File: config.mk
export PLATFORM = sky130hd
export DESIGN_NAME = vid_demux
export DESIGN_NICKNAME = d
export VERILOG_FILES = /design/src/rtl/vdm_pkg.sv /design/src/rtl/vdm_fmt_latch.sv /design/src/rtl/vdm_phase.sv /design/src/rtl/vdm_steer.sv /design/src/rtl/vid_demux.sv
export SDC_FILE = /design/constraint.sdc
export NUM_CORES = 1
export LEC_CHECK = 0
export BUFFER_PORTS_ARGS = -buffer_cell sky130_fd_sc_hd__buf_2
export CAP_MARGIN = 10
export CORE_MARGIN = 2
export CORE_UTILIZATION = 40
export CTS_CLUSTER_DIAMETER = 40
export DETAILED_ROUTE_END_ITERATION = 6
export GPL_ROUTABILITY_DRIVEN = 0
export SLEW_MARGIN = 20
export SYNTH_ARGS = -nofsm -noshare
export SYNTH_HDL_FRONTEND = slang
export SYNTH_SLANG_ARGS = --single-unit
File: constraint.sdc
create_clock -name clk -period 4.2 [get_ports clk]
set_clock_uncertainty 0.1 [all_clocks]
set_input_delay 0.21 -clock clk [delete_from_list [all_inputs] [get_ports clk]]
set_output_delay 0.21 -clock clk [all_outputs]
set_load 0.005 [all_outputs]
File: src/rtl/vdm_pkg.sv
package vdm_pkg;
  typedef enum logic [1:0] {
    FMT_GBR    = 2'b00,
    FMT_YC444  = 2'b01,
    FMT_YC2P   = 2'b10,
    FMT_YC1P   = 2'b11
  } fmt_e;
endpackage

File: src/rtl/vdm_fmt_latch.sv
module vdm_fmt_latch
  import vdm_pkg::*;
(
  input  logic       clk,
  input  logic       rst_n,
  input  logic       blank_n,
  input  logic [1:0] fmt_sel,
  output fmt_e       act_fmt
);
  // the format is only accepted between lines
  always_ff @(posedge clk) begin
    if (!rst_n)        act_fmt <= FMT_GBR;
    else if (!blank_n) act_fmt <= fmt_e'(fmt_sel);
  end
endmodule

File: src/rtl/vdm_phase.sv
module vdm_phase #(
  parameter int unsigned PW = 2
) (
  input  logic          clk,
  input  logic          rst_n,
  input  logic          blank_n,
  input  logic          in_valid,
  output logic [PW-1:0] ph
);
  always_ff @(posedge clk) begin
    if (!rst_n || !blank_n) ph <= '0;
    else if (in_valid)      ph <= ph + 1'b1;
  end
endmodule

File: src/rtl/vdm_steer.sv
module vdm_steer
  import vdm_pkg::*;
#(
  parameter int unsigned W = 10
) (
  input  logic         clk,
  input  logic         rst_n,
  input  fmt_e         act_fmt,
  input  logic [1:0]   fmt_sel,
  input  logic         sync_all,
  input  logic         keep_mid,
  input  logic         blank_n,
  input  logic         in_valid,
  input  logic [1:0]   ph,
  input  logic [W-1:0] y_in,
  input  logic [W-1:0] pb_in,
  input  logic [W-1:0] pr_in,
  output logic [W-1:0] y_out,
  output logic [W-1:0] pb_out,
  output logic [W-1:0] pr_out,
  output logic         y_stb,
  output logic         pb_stb,
  output logic         pr_stb
);
  localparam logic [W-1:0] MID = W'(1) << (W - 1);

  logic [W-1:0] c_blank;
  logic [W-1:0] cb_hold;

  // chroma blanking level follows the format being latched
  always_comb begin
    if ((fmt_sel != FMT_GBR) && (sync_all || keep_mid)) c_blank = MID;
    else                                                c_blank = '0;
  end

  always_ff @(posedge clk) begin
    if (!rst_n) begin
      y_out   <= '0;
      pb_out  <= '0;
      pr_out  <= '0;
      y_stb   <= 1'b0;
      pb_stb  <= 1'b0;
      pr_stb  <= 1'b0;
      cb_hold <= '0;
    end else begin
      y_stb  <= 1'b0;
      pb_stb <= 1'b0;
      pr_stb <= 1'b0;
      if (!blank_n) begin
        y_out  <= '0;
        pb_out <= c_blank;
        pr_out <= c_blank;
        y_stb  <= 1'b1;
        pb_stb <= 1'b1;
        pr_stb <= 1'b1;
      end else if (in_valid) begin
        unique case (act_fmt)
          FMT_GBR, FMT_YC444: begin
            y_out  <= y_in;
            pb_out <= pb_in;
            pr_out <= pr_in;
            y_stb  <= 1'b1;
            pb_stb <= 1'b1;
            pr_stb <= 1'b1;
          end
          FMT_YC2P: begin
            y_out <= y_in;
            y_stb <= 1'b1;
            if (!ph[0]) begin
              cb_hold <= pr_in;
            end else begin
              pb_out <= cb_hold;
              pr_out <= pr_in;
              pb_stb <= 1'b1;
              pr_stb <= 1'b1;
            end
          end
          FMT_YC1P: begin
            unique case (ph)
              2'd0: cb_hold <= y_in;
              2'd2: begin
                pb_out <= cb_hold;
                pr_out <= y_in;
                pb_stb <= 1'b1;
                pr_stb <= 1'b1;
              end
              default: begin
                y_out <= y_in;
                y_stb <= 1'b1;
              end
            endcase
          end
          default: ;
        endcase
      end
    end
  end
endmodule

File: src/rtl/vid_demux.sv
module vid_demux
  import vdm_pkg::*;
#(
  parameter int unsigned W = 10
) (
  input  logic         clk,
  input  logic         rst_n,
  input  logic [1:0]   fmt_sel,
  input  logic         sync_all,
  input  logic         keep_mid,
  input  logic         blank_n,
  input  logic         in_valid,
  input  logic [W-1:0] y_in,
  input  logic [W-1:0] pb_in,
  input  logic [W-1:0] pr_in,
  output logic [W-1:0] y_out,
  output logic [W-1:0] pb_out,
  output logic [W-1:0] pr_out,
  output logic         y_stb,
  output logic         pb_stb,
  output logic         pr_stb
);
  localparam int unsigned PW = 2;

  fmt_e          act_fmt;
  logic [PW-1:0] ph;

  vdm_fmt_latch u_fmt (
    .clk(clk), .rst_n(rst_n), .blank_n(blank_n),
    .fmt_sel(fmt_sel), .act_fmt(act_fmt)
  );

  vdm_phase #(.PW(PW)) u_ph (
    .clk(clk), .rst_n(rst_n), .blank_n(blank_n),
    .in_valid(in_valid), .ph(ph)
  );

  vdm_steer #(.W(W)) u_steer (
    .clk(clk), .rst_n(rst_n), .act_fmt(act_fmt), .fmt_sel(fmt_sel),
    .sync_all(sync_all), .keep_mid(keep_mid), .blank_n(blank_n),
    .in_valid(in_valid), .ph(ph),
    .y_in(y_in), .pb_in(pb_in), .pr_in(pr_in),
    .y_out(y_out), .pb_out(pb_out), .pr_out(pr_out),
    .y_stb(y_stb), .pb_stb(pb_stb), .pr_stb(pr_stb)
  );
endmodule

==> impl_metrics.py, run 1 <==
metrics = {
    "power_and_ir_drop": {
        "p_int_uw": 639,
        "swShare": 0.266,
        "p_leak_nw": 1.21,
        "ir_worst_vdd_v": 0.000153,
        "clkPwrFrac": 0.327,
        "combinationalPowerShare": 0.140,
        "sequentialPowerShare": 0.534,
        "powerDensity_nw_per_um2": 315,
        "power.switching_uw": 232,
    },
    "synth": {
        "synthTopCellsByArea": "dfxtp_1 38%, mux2_4 5.6%, mux2i_1 5.0%, nand3_1 4.2%, o21ai_0 4.2%",
        "syn_area_sq_um": 2400,
        "seq_area_frac_synth": 0.383,
        "synth_nets": 293,
        "synthDistinctLibCells": 41,
        "yosysTopAreaCell": "dfxtp_1",
        "syn_avg_cell_area_sq_um": 9.50,
        "ys_ff_latch": 46,
        "synth_top_cell_area_share": 0.383,
        "synthCells": 253,
        "ys_warn_count": 0,
    },
    "cells_and_area": {
        "drive_gt1_frac": 0.375,
        "nets": 346,
        "seqCellArea_sq_um": 921,
        "fill_cells": 585,
        "multi_input_area_sq_um": 1280,
        "syn_to_final_growth_pct": 15.1,
        "fin_util": 0.473,
        "n_antenna_cell": 0,
        "finalInstanceArea_sq_um": 2770,
    },
    "floorplanning": {
        "core_sq_um": 5850,
        "ioPinCount": 71,
        "start_util": 0.411,
        "rows": 28,
        "die_h_um": 81.5,
        "die_w_um": 81.5,
        "die-area_sq_um": 6640,
    },
    "timing": {
        "fin_crit_ns": 2.26,
        "worst_pin_slew_ns": 0.966,
        "setup_viol": 0,
        "grt_setup_unrepaired": "no",
        "maxSlewHeadroom": 0.354,
        "post-route-period-util": 0.539,
        "tns_ns": 0,
        "timing.final.hold_violations": 0,
        "maxSlewViolCount": 0,
        "fmax_mhz": 442,
    },
    "setup_path": {
        "cp-end-kind": "flop",
        "path_buf_inv": 0,
        "critPathTopFamily": "flip-flops",
        "critPathLaunchType": "flop",
        "cp_slowest_stage_delay_ns": 0.86,
        "path_cells": "mux2i_4 -> a22oi_1 -> o221a_2",
        "cp_slowest_cell": "dfxtp_1",
        "criticalPathCategory": "reg2reg",
        "cp.required_ns": 4.29,
        "cp_max_fo": 26,
        "arrival_ns": 2.35,
    },
    "grt": {
        "gr-total-overflow": 0,
        "grt_pass1_wl_um": 9010,
        "antenna_found_initial": 0,
        "track_usage": 0.177,
        "grt_start_max_net_pins": 47,
        "grt_pass1_vias": 1881,
    },
    "route": {
        "ant_nets": 0,
        "dr.pass1.iters": 4,
        "routed_via_density": 5.32,
        "vias": 2033,
        "wire_per_inst_um": 15.1,
        "drcViolationCount": 0,
        "drt_iter0_drc": 91,
        "wl_um": 5770,
    },
    "cts": {
        "htreeDepth": 2,
        "numCtsBuffers": 5,
        "clockRootBuffer": "clkbuf_8",
        "cts_hold_buf": 0,
        "clk_latency_ns": 0.30,
        "cts_setup_buffers": 0,
        "clkTransAtPathRegs_ns": 0.09,
        "clock_path_buffers": 2,
        "cts_tree": "built",
        "cts.repair.resized": 0,
        "clkSinkCount": 46,
    },
    "worst_hold_path": {
        "min_path_type": "in2reg",
    },
    "placement": {
        "port_buffers": 70,
        "place_area_sq_um": 2670,
        "dp_hpwl_um": 4090,
    },
    "run": {
        "drv_cap": 0,
    },
    "status": {
        "status": "complete, no violations",
    },
}
## path summary, 6_finish.rpt
| path | cells past startpoint | startpoint | endpoint | slack [ns] |
|---|---|---|---|---|
| worst min-delay path | 3 | fmt_sel[1] | u_fmt.act_fmt[1] | 0.06 |
| worst max register to register | 3 | u_fmt.act_fmt[0] | u_steer.pb_out[9] | 1.94 |
| worst max-delay path | 3 | u_fmt.act_fmt[0] | u_steer.pb_out[9] | 1.94 |
| worst min register to register | 2 | u_steer.pr_out[5] | u_steer.pr_out[5] | 0.36 |
## power groups by stage
stage	clock, mW	sequential (mW)	combinational (mW)
CTS	0.297	0.465	0.123
detailed placement	0	0.475	0.122
floorplan	0	0.472	0.0890
global placement	0	0.475	0.122
global route	0.311	0.467	0.135
finish	0.284	0.465	0.121
## cell families (layout without fill, tap and decap cells)
family,count (synthesis),after routing,synth area share
buffers and inverters,30,84,0.0843
muxes,22,22,0.116
adders and majority gates,2,2,0.0104
DFF,46,46,0.383
and+or+nand+nor,61,61,0.127
xor gates and xnor gates,1,1,0.00364
AOI/OAI and AO/OA,91,91,0.276
## tightest hold or removal path, delay by kind of cell
kind | cells | cell delay [ns]
AND/OR/NAND/NOR | 1 | 0.07
buffers and inverters | 1 | 0.09
AO/OA/AOI/OAI | 1 | 0.05
## stage by stage
step                      setup WS [ns]  hold slack [ns]  instances  total power [mW]
final                              1.94           0.0574        382             0.871
after global routing               1.80           0.0589        382             0.913
after CTS                          1.95           0.0486        382             0.885
after detailed placement           1.97            0.343        374             0.597
after global placement             2.02            0.347        374             0.596
after floorplan                    2.51            0.248        253             0.560
## cell type report
type,instances,area share
inverter,5,0.00678
multi-input combinational,177,0.463
sequential,46,0.333
clock buffer,6,0.0299
tap,75,0.0339
clock inverter,2,0.00452
timing repair buffer,71,0.129
## cells in the mapped netlist, drive strengths merged
master,instances
or2b,1
a22oi,10
a21oi,24
o221a,2
a31oi,1
nand3,21
clkbuf,5
buf,19
a21boi,9
nor2b,1
o211a,1
xnor2,1
mux2i,13
dfxtp,46
dlymetal6s2s,1
a31o,9
nand2b,1
and3,11
o311a,9
mux2,9
a311oi,1
a21bo,1
nand2,19
ha,2
o22ai,1
o211ai,2
nor2,5
o21ai,20
and2,2
inv,5
a21o,1
## registers in the layout, summed over array words and instances (netlist names)
| name | cells |
|---|---|
| u_fmt.act_fmt | 2 |
| u_ph.ph | 2 |
| u_steer.cb_hold | 10 |
| u_steer.pb_out | 10 |
| u_steer.pb_stb | 1 |
| u_steer.pr_out | 10 |
| u_steer.y_out | 10 |
| u_steer.y_stb | 1 |
## layout by cell type, fill, tap and decap left out, types with 2 or more instances in the layout
cell       n
a21boi_0   9
mux2i_1   12
and2_1     2
inv_1      5
o221a_2    2
a21oi_2    9
ha_1       2
and3_2     2
a21oi_1   14
and3_1     9
dfxtp_1   46
buf_2     70
clkbuf_8   6
o311a_1    9
nand3_1   20
nor2_1     5
o211ai_1   2
a22oi_1   10
a31o_2     9
nand2_1   19
o21ai_0   20
mux2_4     9
## layer usage
layer	share of wire	track usage
met3	0.045	0.0374
met2	0.44	0.266
met5	0	0
met4	0.020	0.0729
met1	0.49	0.246
Note: power is estimated with default switching activity, not from simulation.
==> inputs of run 2 (changes only) <==
ABC_AREA = 1   (was unset)
PLACE_DENSITY = 0.66   (was unset)
clock period = 2.4 ns   (was 4.2 ns; I/O delays follow)
==> run 2 against run 1 <==
Against the previous run:
- the run now ends with negative hold slack left
- critical path depth grew 4
- die area fell by 16%
- maximum frequency increased by 30%
- sequential share of layout area up 2.0 points
- first-iteration DRC count grew 40%
- largest cell class unchanged
==> impl_metrics.py, run 2 <==
metrics = {
    "cells_and_area": {
        "n_antenna_cell": 0,
        "final_cell_mix": "107 x nand2_1, 70 x buf_2, 46 x dfxtp_1",
        "syn_to_final_growth_pct": 29.7,
        "final_common_cell": "nand2_1",
        "drive_gt1_frac": 0.247,
        "nets": 408,
        "finalInstanceArea_sq_um": 2610,
    },
    "status": {
        "violations": "negative hold slack",
        "status": "complete, but fails checks",
    },
    "floorplanning": {
        "rows": 25,
        "ioPinCount": 71,
        "start_util": 0.420,
        "die_h_um": 74.9,
        "die-area_sq_um": 5610,
        "core_sq_um": 4790,
        "die_w_um": 74.9,
    },
    "setup_path": {
        "startpoint": "u_fmt.act_fmt[0]",
        "reg2reg_from": "u_fmt.act_fmt[0]",
        "r2r-end": "u_steer.y_out[3]",
        "path_cells": "nand2_1 -> inv_2 -> o21ai_2 -> nand2_1 -> inv_2 -> nand2_1 -> a21oi_1",
        "cp_slowest_stage_delay_ns": 0.41,
        "critPathLaunchType": "flop",
        "reg2reg_slack_ns": 0.66,
        "cp_max_fo": 12,
        "arrival_ns": 1.83,
        "cp-end-kind": "flop",
        "criticalPathCategory": "reg2reg",
        "cp.required_ns": 2.50,
        "reg2reg_depth": 7,
        "path_common_cell": "nand2_1",
        "cp_slowest_cell": "dfxtp_1",
        "critPathCapture": "u_steer.y_out[3]",
    },
    "synth": {
        "synth_top_cell_area_share": 0.458,
        "synth_fa_ha_area_frac": 0.0124,
        "synthDistinctLibCells": 23,
        "synth_top_family_by_area": "simple AND/OR/NAND/NOR gates",
        "synth_edf_count": 0,
        "synthMuxAreaShare": 0,
        "synthArstFlopShare": 0,
        "syn_area_sq_um": 2010,
        "ys_warn_count": 0,
        "synthTopCellsByArea": "dfxtp_1 46%, nand2_1 20%, a21oi_1 6.0%, nand3_1 5.7%, o21ai_0 5.7%",
        "synth_common_cells": "107 x nand2_1, 46 x dfxtp_1, 25 x nor2_1",
        "synth_compound_area_frac": 0.129,
        "ys_ff_latch": 46,
        "syn_avg_cell_area_sq_um": 7.01,
        "synthCells": 287,
        "yosysTopAreaCell": "dfxtp_1",
        "synthSimpleGateAreaFrac": 0.332,
        "synthXorXnorAreaFrac": 0,
        "ys.flop_type": "dfxtp_1",
        "synth_nets": 327,
        "synth.most_common_cell": "nand2_1",
        "seq_area_frac_synth": 0.458,
    },
    "cts": {
        "cts_hold_buf": 14,
        "cts_setup_buffers": 0,
        "cts.repair.resized": 0,
        "cts_tree": "built",
        "htreeDepth": 2,
        "clockRootBuffer": "clkbuf_8",
        "clkSinkCount": 46,
        "numCtsBuffers": 5,
        "clk_latency_ns": 0.31,
        "clock_path_buffers": 2,
        "clkTransAtPathRegs_ns": 0.09,
    },
    "worst_hold_path": {
        "min_path_type": "in2reg",
    },
    "power_and_ir_drop": {
        "ir_worst_vdd_v": 0.000403,
        "power.switching_uw": 421,
        "clkPwrFrac": 0.326,
        "total_power_mw": 1.51,
        "powerDensity_nw_per_um2": 579,
        "combinationalPowerShare": 0.140,
        "sequentialPowerShare": 0.534,
        "p_int_mw": 1.09,
        "swShare": 0.278,
        "p_leak_nw": 1.29,
    },
    "placement": {
        "port_buffers": 70,
        "place_area_sq_um": 2380,
        "dp_hpwl_um": 3860,
    },
    "route": {
        "routed_via_density": 4.68,
        "ant_nets": 0,
        "vias": 2039,
        "dr.pass1.iters": 5,
        "wl_um": 5170,
        "drt_iter0_drc": 127,
        "wire_per_inst_um": 11.9,
        "drcViolationCount": 0,
    },
    "timing": {
        "tns_ns": 0,
        "worst_pin_slew_ns": 0.503,
        "grt_setup_unrepaired": "no",
        "fin_crit_ns": 1.74,
        "maxSlewViolCount": 0,
        "fmax_mhz": 576,
        "hold_slack_ns": -0.00417,
        "setup_viol": 0,
        "timing.final.hold_violations": 3,
        "post-route-period-util": 0.723,
        "maxSlewHeadroom": 0.662,
    },
    "grt": {
        "grt_start_max_net_pins": 25,
        "grt_pass1_wl_um": 8150,
        "track_usage": 0.191,
        "gr-total-overflow": 0,
        "antenna_found_initial": 0,
        "grt_pass1_vias": 1832,
    },
    "run": {
        "drv_cap": 0,
    },
}
run 2: changes by cell type after synthesis, sizes merged, moves of 8 or more:
cell    previous run  this run
a21boi             9         0
inv                5        13
o311a              9         0
mux2i             13         0
nand2             19       110
buf               19        10
and3              11         0
mux2               9         0
a22oi             10         0
nor2               5        26
a31o               9         0
run 2: layer usage:
metal  GRT usage  share of wire  vias up
li1            -              -     1078
met1       0.241           0.46      899
met2       0.327           0.47       55
met3      0.0442          0.056        7
met4      0.0536          0.011        0
met5           0              0        -
run 2: worst min path at each step:
stage	startpoint	to	slack (ns)	depth (start not counted)
after global routing	y_in[4]	u_steer.y_out[4]	0.008	3
after CTS	y_in[0]	u_steer.y_out[0]	0.0008	3
final	y_in[4]	u_steer.y_out[4]	-0.004	3
after floorplan	blank_n	u_steer.y_stb	0.12	1
after global placement	y_in[8]	u_steer.y_out[8]	0.29	3
after detailed placement	y_in[6]	u_steer.y_out[6]	0.30	3
run 2: layout make-up:
class	count	area, sq um
Inverter	16	61.3
Clock buffer	5	68.8
Clock inverter	3	23.8
Tap cell	67	83.8
Sequential cell	46	921
Multi-Input combinational cell	214	952
Fill cell	468	2180
Timing Repair Buffer	85	498
run 2: cells by family after synthesis:
| family | Yosys count |
|---|---|
| and+or+nand+nor | 162 |
| AOI/OAI and AO/OA | 50 |
| adders and majority gates | 2 |
| buffers and inverters | 27 |
| DFF | 46 |
run 2: power groups by stage:
| stage | logic (mW) | clock network [mW] | registers [mW] |
|---|---|---|---|
| after global routing | 0.238 | 0.536 | 0.811 |
| after detailed placement | 0.194 | 0 | 0.825 |
| after CTS | 0.212 | 0.504 | 0.807 |
| after floorplan | 0.112 | 0 | 0.827 |
| after global placement | 0.192 | 0 | 0.824 |
| final | 0.211 | 0.493 | 0.807 |
run 2: critical path: cells and delay by family, from the launching register on:
kind                   cells  cell delay [ns]
AO/OA/AOI/OAI              2             0.13
buffers and inverters      2             0.37
flip-flops                 1             0.41
AND/OR/NAND/NOR            3             0.61
run 2: metrics by stage:
step	hold WS [ns]	instances	worst slack, ns	utilization
after floorplan	0.116	287	0.972	-
after global placement	0.292	414	0.758	0.496
after detailed placement	0.298	414	0.692	0.496
after CTS	0.000828	436	0.672	0.545
after global routing	0.00822	436	0.456	0.545
final	-0.00417	436	0.664	0.545
==> inputs of run 3 (changes only) <==
PLACE_DENSITY = 0.69   (was 0.66)
clock period = 1.5 ns   (was 2.4 ns; I/O delays follow)
==> run 3 against run 2 <==
Against the previous run:
- highest routed layer unchanged
- first-iteration DRC count decreased by 46%
- count of clock-buffer cells in the layout increased by 2
- sequential share of layout area decreased by 2.6 points
- critical path depth unchanged
- sequential cell count unchanged
- hold slack improved by 0.022 ns
- the flow now finishes without violations
- power increased by 63%
==> impl_metrics.py, run 3 (synthesis results as in run 2) <==
metrics = {
    "power_and_ir_drop": {
        "p_leak_nw": 1.40,
        "ir_worst_vdd_v": 0.000439,
        "powerDensity_nw_per_um2": 872,
    },
    "setup_path": {
        "reg2reg_slack_ns": 0.08,
        "r2r-end": "u_steer.cb_hold[8]",
        "reg2reg_depth": 7,
        "cp_slowest_stage_delay_ns": 0.35,
        "cp-end-kind": "flop",
        "critPathLaunchType": "flop",
        "path_cells": "inv_2 -> ha_2 -> o21ai_4 -> nor2_4 -> buf_4 -> nor2_1 -> nor2_1",
        "reg2reg_from": "u_ph.ph[0]",
        "critPathTopFamily": "flip-flops",
        "cp_slowest_cell": "dfxtp_2",
        "cp.required_ns": 1.60,
        "criticalPathCategory": "reg2reg",
        "arrival_ns": 1.53,
        "path_buf_inv": 2,
        "cp_max_fo": 7,
        "path_common_cell": "nor2_1",
    },
    "cells_and_area": {
        "syn_to_final_growth_pct": 40.6,
        "n_antenna_cell": 0,
        "drive_gt1_frac": 0.296,
        "final_common_cell": "nand2_1",
        "final_cell_mix": "106 x nand2_1, 70 x buf_2, 43 x dfxtp_1",
        "instances_no_fill": 456,
        "nets": 428,
    },
    "worst_hold_path": {
        "min_to": "u_steer.pr_out[1]",
        "worstHoldPathCells": 5,
        "min_path_type": "in2reg",
        "min_from": "pr_in[1]",
    },
    "placement": {
        "dp_cells": 427,
        "port_buffers": 70,
        "dp_hpwl_um": 3830,
    },
    "cts": {
        "htreeDepth": 2,
        "clock_path_buffers": 2,
        "cts_tree": "built",
        "clkSinkCount": 46,
        "clockRootBuffer": "clkbuf_8",
        "numCtsBuffers": 5,
        "clkTransAtPathRegs_ns": 0.08,
        "clk_latency_ns": 0.30,
    },
    "route": {
        "wire_per_inst_um": 12.0,
        "routed_via_density": 4.78,
        "vias": 2179,
        "dr.pass1.iters": 4,
        "ant_nets": 0,
        "drcViolationCount": 0,
        "wl_um": 5480,
        "drt_iter0_drc": 69,
    },
    "status": {
        "status": "complete, no violations",
    },
    "timing": {
        "maxSlewViolCount": 0,
        "timing.final.hold_violations": 0,
        "tns_ns": 0,
        "fin_crit_ns": 1.42,
        "maxSlewHeadroom": 0.820,
        "post-route-period-util": 0.948,
        "setup_viol": 0,
        "fmax_mhz": 703,
        "worst_pin_slew_ns": 0.267,
    },
    "grt": {
        "track_usage": 0.206,
        "grt_pass1_wl_um": 8740,
        "antenna_found_initial": 0,
        "grt_pass1_vias": 1987,
        "grt_start_max_net_pins": 22,
        "gr-total-overflow": 0,
    },
    "floorplanning": {
        "die_h_um": 74.9,
        "die_w_um": 74.9,
        "core_sq_um": 4790,
        "rows": 25,
        "ioPinCount": 71,
        "die-area_sq_um": 5610,
        "start_util": 0.420,
    },
    "run": {
        "drv_cap": 0,
    },
}
-- run 3: cell types whose count changed in the layout (fill, tap and decap cells not counted), sizes merged --
cell,delta
buf,+14
dlygate4sd3,+5
clkbuf,+2
clkinvlp,-2
clkinv,+1
inv,-1
nor2,+1
-- run 3: worst max path at each step --
stage | from | end | depth (start not counted)
floorplan | u_ph.ph[0] | u_steer.cb_hold[0] | 7
global placement | u_ph.ph[0] | u_steer.y_out[4] | 7
detailed placement | u_ph.ph[0] | u_steer.cb_hold[3] | 6
CTS | u_ph.ph[0] | u_steer.pr_out[4] | 9
global route | blank_n | u_steer.cb_hold[7] | 8
finish | u_ph.ph[0] | u_steer.cb_hold[8] | 7
-- run 3: where the power goes --
group          switching [mW]  internal (mW)  leakage, nW
Sequential             0.0254           1.27        0.377
Combinational           0.207          0.184        0.974
Clock                   0.408          0.372       0.0482
-- run 3: per-layer routing --
metal / up-vias / GRT usage / share of wire
li1: 1121 / - / -
met1: 979 / 0.246 / 0.44
met3: 11 / 0.0509 / 0.050
met5: - / 0 / 0
met4: 0 / 0.0952 / 0.022
met2: 68 / 0.348 / 0.48
-- run 3: worst min-delay path, delay by kind of cell --
family,cells,cell delay (ns)
buf+inv,1,0.08
simple gates,4,0.23
-- run 3: cell type report --
type                    instances  area, sq um
fillers                       476         1960
multi-input cells             215          987
flip-flops and latches         46          925
repair buffers                104          678
clock buffers                   7         86.3
well taps                      67         83.8
inverters                      16         61.3
clock inverters                 1         5.00
-- run 3: per-stage QoR --
| step | hold slack, ns | total power [mW] | util | cell area, sq um | setup WS (ns) |
|---|---|---|---|---|---|
| 3_5_place_dp | 0.251 | 1.66 | 0.522 | 2500 | 0.00691 |
| 3_3_place_gp | 0.246 | 1.66 | 0.522 | 2500 | 0.0620 |
| 6_report | 0.0183 | 2.47 | 0.591 | 2830 | 0.0778 |
| 2_1_floorplan | 0.0709 | 1.50 | - | 2010 | 0.0723 |
| 4_1_cts | 0.0151 | 2.48 | 0.584 | 2790 | 0.0125 |
| 5_1_grt | 0.0451 | 2.60 | 0.591 | 2830 | -0.00574 |
-- run 3: what timing repair did --
item	CTS	global route
pin swaps	0	1
hold endpoints to repair	21	0
setup buffers	0	1
hold buffers	19	0
gates resized for setup	3	10
cloned	0	1
endpoints found under the setup margin	6	39
